$ cat src/rtl/twolevel_bpred.sv
module twolevel_bpred #(
  parameter int PC_W   = 32,
  parameter int HIST_W = 4,
  parameter int SET_W  = 2,
  parameter int PC_LSB = 2
) (
  input  logic              clk,
  input  logic              rst_n,
  input  logic [1:0]        idx_mode,
  input  logic              hyst_mode,
  input  logic [PC_W-1:0]   lk_pc,
  output logic              lk_taken,
  output logic [HIST_W-1:0] lk_hist,
  input  logic              up_valid,
  input  logic [PC_W-1:0]   up_pc,
  input  logic [HIST_W-1:0] up_hist,
  input  logic              up_taken
);
  localparam int IDX_W = HIST_W + SET_W;
  localparam int DEPTH = 1 << IDX_W;

  logic [HIST_W-1:0]      hist_q;
  logic [DEPTH-1:0][1:0]  cnt_q;
  logic [IDX_W-1:0]       lk_idx, up_idx;
  logic [1:0]             cnt_old, cnt_new;

  function automatic logic [IDX_W-1:0] make_idx(input logic [1:0] m,
                                                input logic [PC_W-1:0] pc,
                                                input logic [HIST_W-1:0] h);
    logic [SET_W-1:0]  s;
    logic [HIST_W-1:0] a;
    s = pc[PC_LSB +: SET_W];
    a = pc[PC_LSB +: HIST_W];
    case (m)
      2'd0:    return {{SET_W{1'b0}}, h};
      2'd1:    return {s, h};
      2'd2:    return {h, s};
      default: return {{SET_W{1'b0}}, h ^ a};
    endcase
  endfunction

  assign lk_idx   = make_idx(idx_mode, lk_pc, hist_q);
  assign up_idx   = make_idx(idx_mode, up_pc, up_hist);
  assign lk_taken = cnt_q[lk_idx][1];
  assign lk_hist  = hist_q;
  assign cnt_old  = cnt_q[up_idx];

  always_comb begin
    if (!hyst_mode) begin
      if (up_taken) cnt_new = (cnt_old == 2'b11) ? 2'b11 : cnt_old + 2'b01;
      else          cnt_new = (cnt_old == 2'b00) ? 2'b00 : cnt_old - 2'b01;
    end else begin
      case ({up_taken, cnt_old})
        3'b1_00: cnt_new = 2'b01;
        3'b1_01: cnt_new = 2'b11;
        3'b1_10: cnt_new = 2'b11;
        3'b1_11: cnt_new = 2'b11;
        3'b0_11: cnt_new = 2'b10;
        default: cnt_new = 2'b00;
      endcase
    end
  end

  always_ff @(posedge clk) begin
    if (!rst_n) begin
      hist_q <= '0;
      for (int i = 0; i < DEPTH; i++) cnt_q[i] <= 2'b10;
    end else if (up_valid) begin
      hist_q         <= HIST_W'({hist_q, up_taken});
      cnt_q[up_idx]  <= cnt_new;
    end
  end
endmodule


$ cat config.mk
export PLATFORM = sky130hd
export DESIGN_NAME = twolevel_bpred
export DESIGN_NICKNAME = d
export VERILOG_FILES = /design/src/rtl/twolevel_bpred.sv
export SDC_FILE = /design/constraint.sdc
export NUM_CORES = 1
export LEC_CHECK = 0
export ABC_AREA = 0
export BUFFER_PORTS_ARGS = -buffer_cell sky130_fd_sc_hd__buf_2
export CORE_MARGIN = 2
export CORE_UTILIZATION = 51
export DETAILED_ROUTE_END_ITERATION = 8
export PLACE_DENSITY = 0.81
export SLEW_MARGIN = 30
export SYNTH_ARGS = -nofsm -noshare
export SYNTH_HDL_FRONTEND = slang
export SYNTH_SLANG_ARGS = --single-unit
$ cat constraint.sdc
create_clock -name clk -period 6.79 [get_ports clk]
set_input_delay 2.037 -clock clk [delete_from_list [all_inputs] [get_ports clk]]
set_output_delay 2.037 -clock clk [all_outputs]
set_load 0.02 [all_outputs]
==> results of run 1 <==
[flip-flops by register name, summed over array words and instances, names as in the netlist]
signal	flops
cnt_q	128
lk_hist	4
[per-stage QoR]
stage               power, mW  utilization  setup slack, ns  area, sq um
detailed placement       1.16        0.532            0.474         8020
global route             2.25        0.576            0.331         8690
global placement         1.16        0.531            0.510         8010
floorplan                1.06            -            0.311         7820
CTS                      2.17        0.575            0.472         8680
finish                   2.19        0.576            0.435         8690
[kinds of logic after synthesis]
logic type      synth area share
simple gates               0.210
fa+ha+maj                0.00144
compound gates             0.308
xor+xnor                 0.00432
buf+inv                   0.0563
flops                      0.338
mux                       0.0822
[cell usage in the layout, fill, tap and decap left out, types with 6 or more instances in the layout]
| cell | instances |
|---|---|
| a211oi_1 | 24 |
| a21oi_1 | 25 |
| a31oi_1 | 6 |
| and3_1 | 14 |
| buf_2 | 22 |
| buf_4 | 21 |
| clkbuf_16 | 17 |
| dfxtp_1 | 132 |
| mux2_2 | 9 |
| mux2i_1 | 17 |
| mux4_2 | 16 |
| nand2_1 | 151 |
| nand2b_1 | 11 |
| nand3_1 | 79 |
| nand4_1 | 10 |
| nor2_1 | 24 |
| o211ai_1 | 9 |
| o211ai_2 | 60 |
| o21ai_0 | 60 |
| o21ai_1 | 24 |
| o221ai_1 | 8 |
| o22ai_1 | 14 |
| o32ai_1 | 9 |
[final timing paths]
check	slack [ns]	start	endpoint
worst max-delay path	0.44	idx_mode[0]	lk_taken
worst max register to register	3.81	cnt_q[3]$_SDFFE_PN1P_	cnt_q[79]$_SDFFE_PN1P_
worst min register to register	0.45	cnt_q[100]$_SDFFE_PN0P_	cnt_q[100]$_SDFFE_PN0P_
worst min-delay path	0.45	cnt_q[100]$_SDFFE_PN0P_	cnt_q[100]$_SDFFE_PN0P_
[power groups by stage]
| stage | registers [mW] | logic [mW] | clock network, mW |
|---|---|---|---|
| 4_1_cts | 0.790 | 0.357 | 1.03 |
| 6_report | 0.790 | 0.373 | 1.02 |
| 5_1_grt | 0.791 | 0.386 | 1.07 |
| 3_3_place_gp | 0.807 | 0.349 | 0 |
| 3_5_place_dp | 0.807 | 0.354 | 0 |
| 2_1_floorplan | 0.805 | 0.258 | 0 |
[critical path, stage by stage]
cell,delay (ns)
buf_2,0.17
nand3_1,0.10
o21ai_0,0.10
a21oi_2,0.23
buf_12,0.20
mux4_2,0.54
nor2b_1,0.15
a211oi_1,0.21
a211oi_1,0.12
a21oi_1,0.18
mux2i_1,0.10
buf_2,0.17
[metal layers]
layer  wire [um]  GRT usage
met1        9640      0.396
met5           0          0
met4        1410      0.167
met2       11000      0.478
met3        3020      0.104
[area by class of cell]
class | count | share of cell area
sequential | 132 | 0.304
multi-input combinational | 689 | 0.550
tap | 188 | 0.0271
inverter | 5 | 0.00216
timing repair buffer | 48 | 0.0413
clock buffer | 19 | 0.0521
clock inverter | 13 | 0.0236
==> results.yml, run 1 <==
global_route:
  grt_pass1_vias: 7194
  grt_use_total: 0.314
  antenna_found_initial: 0
  grt_max_degree: 77
  grt_pass1_wl_mm: 39.3
  grt-ovfl-total: 0
clock_network:
  path_clk_slew_ns: 0.05
  post-cts-setup-buffer-count: 0
  htreeDepth: 4
  cts_resized: 0
  cts_tree: "yes"
  cts_sinks: 132
  clockBufferDepth: 2
  insertion_delay_ns: 0.44
  cts_root_buffer: "clkbuf_16"
  numCtsBuffers: 17
  hold_buffers: 0
finish:
  final_layout_size_suffix_gt1_frac: 0.217
  finalNonFillerCells: 1094
  fillerInstances: 1264
  fin_nets: 968
  diodes: 0
  seqCellArea_sq_mm: 0.00264
  multi_input_area_sq_mm: 0.00477
  area_growth_pct: 11.1
timing:
  min_period_ns: 6.35
  finalCritPeriodShare: 0.936
  worst_pin_slew_ns: 1.08
  fin_hold_ws_ns: 0.453
  tns_ns: 0
  hold_viol: 0
  fmax_ghz: 0.157
  final.setup_skew_ns: 0.00891
  rsz0062_at_grt: "no"
  final-max-slew-violation-count: 0
  finalSetupViolations: 0
  max-slew-margin-rel: 0.278
route:
  drc_errors: 0
  drt-total-wl_mm: 25.1
  vias_per_cell: 6.93
  first_iter_violations: 1179
  firstDrtPassIters: 7
  vias: 7582
  wl_per_cell_um: 22.9
  ant_nets: 0
logic_synthesis:
  yosysUniqueCellTypes: 86
  syn_inst: 897
  seq_area_frac_synth: 0.338
  yosysMostFrequentCell: "nand2_1"
  async_flop_share: 0
  synth_edf_count: 0
  synth.avg_cell_area_sq_um: 8.72
  synth-seq-cells: 132
  netlist.area_leader.share: 0.338
  synth_top_cell_by_area: "dfxtp_1"
  ys_top_cells_by_area: "dfxtp_1 34%, o211ai_2 9.6%, nand2_1 7.2%, nand3_1 5.1%, mux4_2 4.6%"
  ys_warn_count: 0
  synth_area_sq_mm: 0.00782
  ys.flop_type: "dfxtp_1"
  synthTopCellsByCount: "151 x nand2_1, 132 x dfxtp_1, 79 x nand3_1"
  syn_nets: 972
power:
  seq_power_share: 0.361
  p_leak_nw: 3.34
  p_sw_frac: 0.288
  p_comb_frac: 0.171
  power_density_mw_per_mm2: 252
  p_int_mw: 1.56
  power_frac_clock: 0.468
  p_sw_mw: 0.630
  ir_worst_vdd_v: 0.000202
worst_hold_path:
  min_path_cells: 2
  holdCritPathClass: "flip-flop to flip-flop"
critical_path:
  cp-start-kind: "input port"
  reg2reg_depth: 11
  cp_max_fo: 12
  criticalPathCategory: "input port to primary output"
  arrival_ns: 4.32
  end_kind: "primary output"
  cp.required_ns: 4.75
floorplanning:
  die_w_um: 128
  die_h_um: 128
  rows: 45
  die-area_sq_mm: 0.0163
  core-area_sq_mm: 0.0151
  start_util: 0.518
  io-pin-count: 80
outcome:
  outcome: "finished, final reports clean"
place:
  hpwl_mm: 16.4
  gp_congestion: 1.03
  dp_cells: 1062
  port_buffers: 23
flow_run:
  drv_cap: 0
Note: power is estimated with default switching activity, not from simulation.
==> inputs of run 2 (changes only) <==
PLACE_DENSITY = unset   (was 0.81)
PLACE_DENSITY_LB_ADDON = 0.08   (was unset)
==> results.yml, run 2 (synthesis results as in run 1) <==
clock_network:
  post-cts-setup-buffer-count: 0
  numCtsBuffers: 17
  path_clk_slew_ns: 0.06
  cts_sinks: 132
  cts_tree: "yes"
  clockBufferDepth: 2
  insertion_delay_ns: 0.43
  htreeDepth: 4
  cts_root_buffer: "clkbuf_16"
  cts_resized: 0
  hold_buffers: 0
timing:
  tns_ns: 0
  max-slew-margin-rel: 0.339
  final.setup_skew_ns: 0.00928
  worst_pin_slew_ns: 0.982
  rsz0062_at_grt: "no"
  finalSetupViolations: 0
  final-max-slew-violation-count: 0
  fmax_ghz: 0.155
  hold_viol: 0
  finalCritPeriodShare: 0.951
  min_period_ns: 6.46
  worst_slack_ns: 0.333
power:
  power_frac_clock: 0.446
  p_int_mw: 1.47
  p_sw_frac: 0.303
  p_comb_frac: 0.181
  p_leak_nw: 3.34
  power_density_mw_per_mm2: 244
  p_sw_mw: 0.640
  seq_power_share: 0.374
  ir_worst_vdd_v: 0.000179
floorplanning:
  io-pin-count: 80
  die_w_um: 128
  rows: 45
  core-area_sq_mm: 0.0151
  die_h_um: 128
  die-area_sq_mm: 0.0163
  start_util: 0.518
critical_path:
  cp.required_ns: 4.75
  cp_max_fo: 16
  criticalPathCategory: "input port to primary output"
  end_kind: "primary output"
  arrival_ns: 4.42
  cp-start-kind: "input port"
worst_hold_path:
  holdCritPathClass: "flip-flop to flip-flop"
finish:
  final_cell_mix: "151 x nand2_1, 132 x dfxtp_1, 79 x nand3_1, 60 x o21ai_0, 60 x o211ai_2"
  area_growth_pct: 10.8
  largest_reg_flops: 128
  regMostFlops: "cnt_q"
  final_common_cell: "nand2_1"
  diodes: 0
  final_area_sq_mm: 0.00867
  fin_nets: 974
  final_layout_size_suffix_gt1_frac: 0.220
route:
  vias: 7549
  vias_per_cell: 6.88
  wl_per_cell_um: 24.4
  firstDrtPassIters: 6
  ant_nets: 0
  drc_errors: 0
  first_iter_violations: 990
  drt-total-wl_mm: 26.8
global_route:
  grt_max_degree: 87
  grt_pass1_vias: 7007
  antenna_found_initial: 0
  grt_pass1_wl_mm: 41.2
  grt_use_total: 0.333
  grt-ovfl-total: 0
place:
  gp_congestion: 0.987
  pre_cts_ws_ns: 0.403
  hpwl_mm: 17.9
  placed_area_sq_mm: 0.00807
  port_buffers: 23
flow_run:
  drv_cap: 0
outcome:
  outcome: "finished, final reports clean"
run 2: changes by cell type in the layout (fill, tap and decap cells not counted):
cell       previous run  this run
clkbuf_8              2         1
clkinv_4              2         1
nor3_2                1         0
nor3_1                5         6
buf_4                21        27
clkinv_2              3         1
nor2_1               24        23
nor2_2                0         1
bufinv_16             5         3
clkbuf_1              0         1
inv_6                 0         3
run 2: critical path, cell delays in order:
cell and delay (ns):
buf_2 0.16, nand3_1 0.09, o21ai_0 0.09, a21oi_2 0.20, buf_12 0.23, mux4_2 0.53, nor2b_1 0.15, a211oi_1 0.33
a211oi_1 0.13, a21oi_1 0.17, mux2i_1 0.11, buf_2 0.18
run 2: power groups by stage:
stage / Sequential (mW) / Clock (mW) / Combinational [mW]
finish: 0.790 / 0.943 / 0.382
global route: 0.791 / 0.983 / 0.397
CTS: 0.790 / 0.951 / 0.369
detailed placement: 0.807 / 0 / 0.367
global placement: 0.807 / 0 / 0.363
floorplan: 0.805 / 0 / 0.258
run 2: stage by stage:
stage          power, mW  hold slack [ns]  cells   util
2_1_floorplan       1.06            0.435    897      -
3_3_place_gp        1.17            0.447   1068  0.534
3_5_place_dp        1.17            0.455   1068  0.535
4_1_cts             2.11            0.464   1098  0.574
5_1_grt             2.17            0.481   1098  0.574
6_report            2.12            0.459   1098  0.574
run 2: worst paths after layout:
kind / from / endpoint / slack [ns] / cells after the start
min reg2reg: cnt_q[108]$_SDFFE_PN0P_ / cnt_q[108]$_SDFFE_PN0P_ / 0.46 / 2
max reg2reg: cnt_q[3]$_SDFFE_PN1P_ / cnt_q[27]$_SDFFE_PN1P_ / 3.64 / 11
max: idx_mode[0] / lk_taken / 0.33 / 12
min: cnt_q[108]$_SDFFE_PN0P_ / cnt_q[108]$_SDFFE_PN0P_ / 0.46 / 2
run 2: layer usage:
layer,global-route usage,wire length (um)
met1,0.469,11900
met2,0.500,11400
met3,0.0835,2660
met4,0.109,815
met5,0,0
run 2: final cells by class:
cell class	instances	area, sq um
fillers	1329	6420
multi-input cells	689	4770
flip-flops and latches	132	2640
clock buffers	19	443
repair buffers	54	404
well taps	188	235
clock inverters	11	153
inverters	5	18.8
==> inputs of run 3 (changes only) <==
PLACE_DENSITY_LB_ADDON = 0.2   (was 0.08)
==> results.yml, run 3 (synthesis results as in run 1) <==
outcome:
  outcome: "finished, final reports clean"
route:
  drt-total-wl_mm: 26.9
  first_iter_violations: 1022
  wl_per_cell_um: 24.5
  vias_per_cell: 6.97
  firstDrtPassIters: 8
  ant_nets: 0
  vias: 7649
  drc_errors: 0
critical_path:
  arrival_ns: 4.46
  critPathBufInv: 3
  max_stage_delay_ns: 0.52
  cp_cell_sequence: "buf_2 > nand3_1 > o21ai_0 > a21oi_2 > buf_12 > mux4_2 > mux2_2 > nand2_1 > o21ai_0 > a21oi_1 > mux2i_1 > buf_2"
  slowest_stage: "mux4_2"
  cp_max_fo: 16
  end_kind: "primary output"
  cp-start-kind: "input port"
  cp.required_ns: 4.75
  crit_family: "multiplexers"
  criticalPathCategory: "input port to primary output"
timing:
  worst_slack_ns: 0.291
  worst_pin_slew_ns: 0.930
  min_period_ns: 6.50
  tns_ns: 0
  final-max-slew-violation-count: 0
  hold_viol: 0
  fmax_ghz: 0.154
  rsz0062_at_grt: "no"
  finalCritPeriodShare: 0.957
  fin_hold_ws_ns: 0.462
  final.setup_skew_ns: 0.00806
  finalSetupViolations: 0
  max-slew-margin-rel: 0.373
clock_network:
  clockBufferDepth: 2
  numCtsBuffers: 17
  htreeDepth: 4
  cts_root_buffer: "clkbuf_16"
  insertion_delay_ns: 0.44
  cts_resized: 0
  hold_buffers: 0
  path_clk_slew_ns: 0.06
  post-cts-setup-buffer-count: 0
  cts_sinks: 132
  cts_tree: "yes"
place:
  placed_area_sq_mm: 0.00806
  port_buffers: 23
  pre_cts_ws_ns: 0.352
  gp_congestion: 1.00
  hpwl_mm: 18.1
floorplanning:
  die_h_um: 128
  rows: 45
  core-area_sq_mm: 0.0151
  die_w_um: 128
  die-area_sq_mm: 0.0163
  start_util: 0.518
  io-pin-count: 80
power:
  power.total_mw: 2.06
  power_density_mw_per_mm2: 239
  ir_worst_vdd_v: 0.000192
  p_leak_nw: 3.32
global_route:
  antenna_found_initial: 0
  grt_use_total: 0.339
  grt_pass1_wl_mm: 41.8
  grt_pass1_vias: 7147
  grt-ovfl-total: 0
  grt_max_degree: 87
worst_hold_path:
  holdCritPathClass: "flip-flop to flip-flop"
finish:
  regMostFlops: "cnt_q"
  final_cell_mix: "151 x nand2_1, 132 x dfxtp_1, 79 x nand3_1, 60 x o21ai_0, 60 x o211ai_2"
  final_layout_size_suffix_gt1_frac: 0.219
  diodes: 0
  final_area_sq_mm: 0.00863
  area_growth_pct: 10.3
  final_common_cell: "nand2_1"
  fin_nets: 972
  largest_reg_flops: 128
flow_run:
  drv_cap: 0
-- run 3: changes by cell type in the layout (fill, tap and decap cells not counted) --
cell,delta
nor2_2,-1
nor2_1,+1
buf_12,+1
buf_4,-3
nor3_2,+1
clkinv_4,+3
clkinv_2,+3
clkbuf_8,+1
inv_6,-3
bufinv_16,-2
nor3_4,-1
-- run 3: area by class of cell --
class / count / area, sq um
clock buffers: 20 / 457
clock inverters: 12 / 108
fillers: 1382 / 6460
inverters: 5 / 18.8
multi-input cells: 689 / 4760
flip-flops and latches: 132 / 2640
well taps: 188 / 235
repair buffers: 52 / 402
-- run 3: per-layer routing --
| metal | up-vias | GRT usage | share of wire |
|---|---|---|---|
| li1 | 3438 | - | - |
| met1 | 3664 | 0.441 | 0.41 |
| met2 | 459 | 0.540 | 0.46 |
| met3 | 88 | 0.0776 | 0.097 |
| met4 | 0 | 0.153 | 0.038 |
| met5 | - | 0 | 0 |
-- run 3: where the power goes --
group          internal (mW)  switching [mW]  total [mW]  leakage (nW)
clock network          0.521           0.367       0.888         0.272
registers              0.783         0.00792       0.791          1.07
logic                  0.109           0.271       0.380          1.98
total                   1.41           0.646        2.06          3.32
-- run 3: worst paths after layout --
check                          from                     end  slack [ns]  cells past startpoint
max                     idx_mode[0]                lk_taken        0.29                     12
min          cnt_q[38]$_SDFFE_PN0P_  cnt_q[38]$_SDFFE_PN0P_        0.46                      2
max reg2reg   cnt_q[3]$_SDFFE_PN1P_  cnt_q[19]$_SDFFE_PN1P_        3.87                     11
min reg2reg  cnt_q[38]$_SDFFE_PN0P_  cnt_q[38]$_SDFFE_PN0P_        0.46                      2
-- run 3: tightest hold or removal path, stage by stage, from the launching register on --
cell	delay, ns
dfxtp_1	0.31
nand3_1	0.05
o21ai_1	0.05
-- run 3: stage by stage --
stage,util,std cells
after CTS,0.572,1098
final,0.572,1098
after detailed placement,0.534,1066
after global routing,0.572,1098
after global placement,0.534,1066
after floorplan,-,897
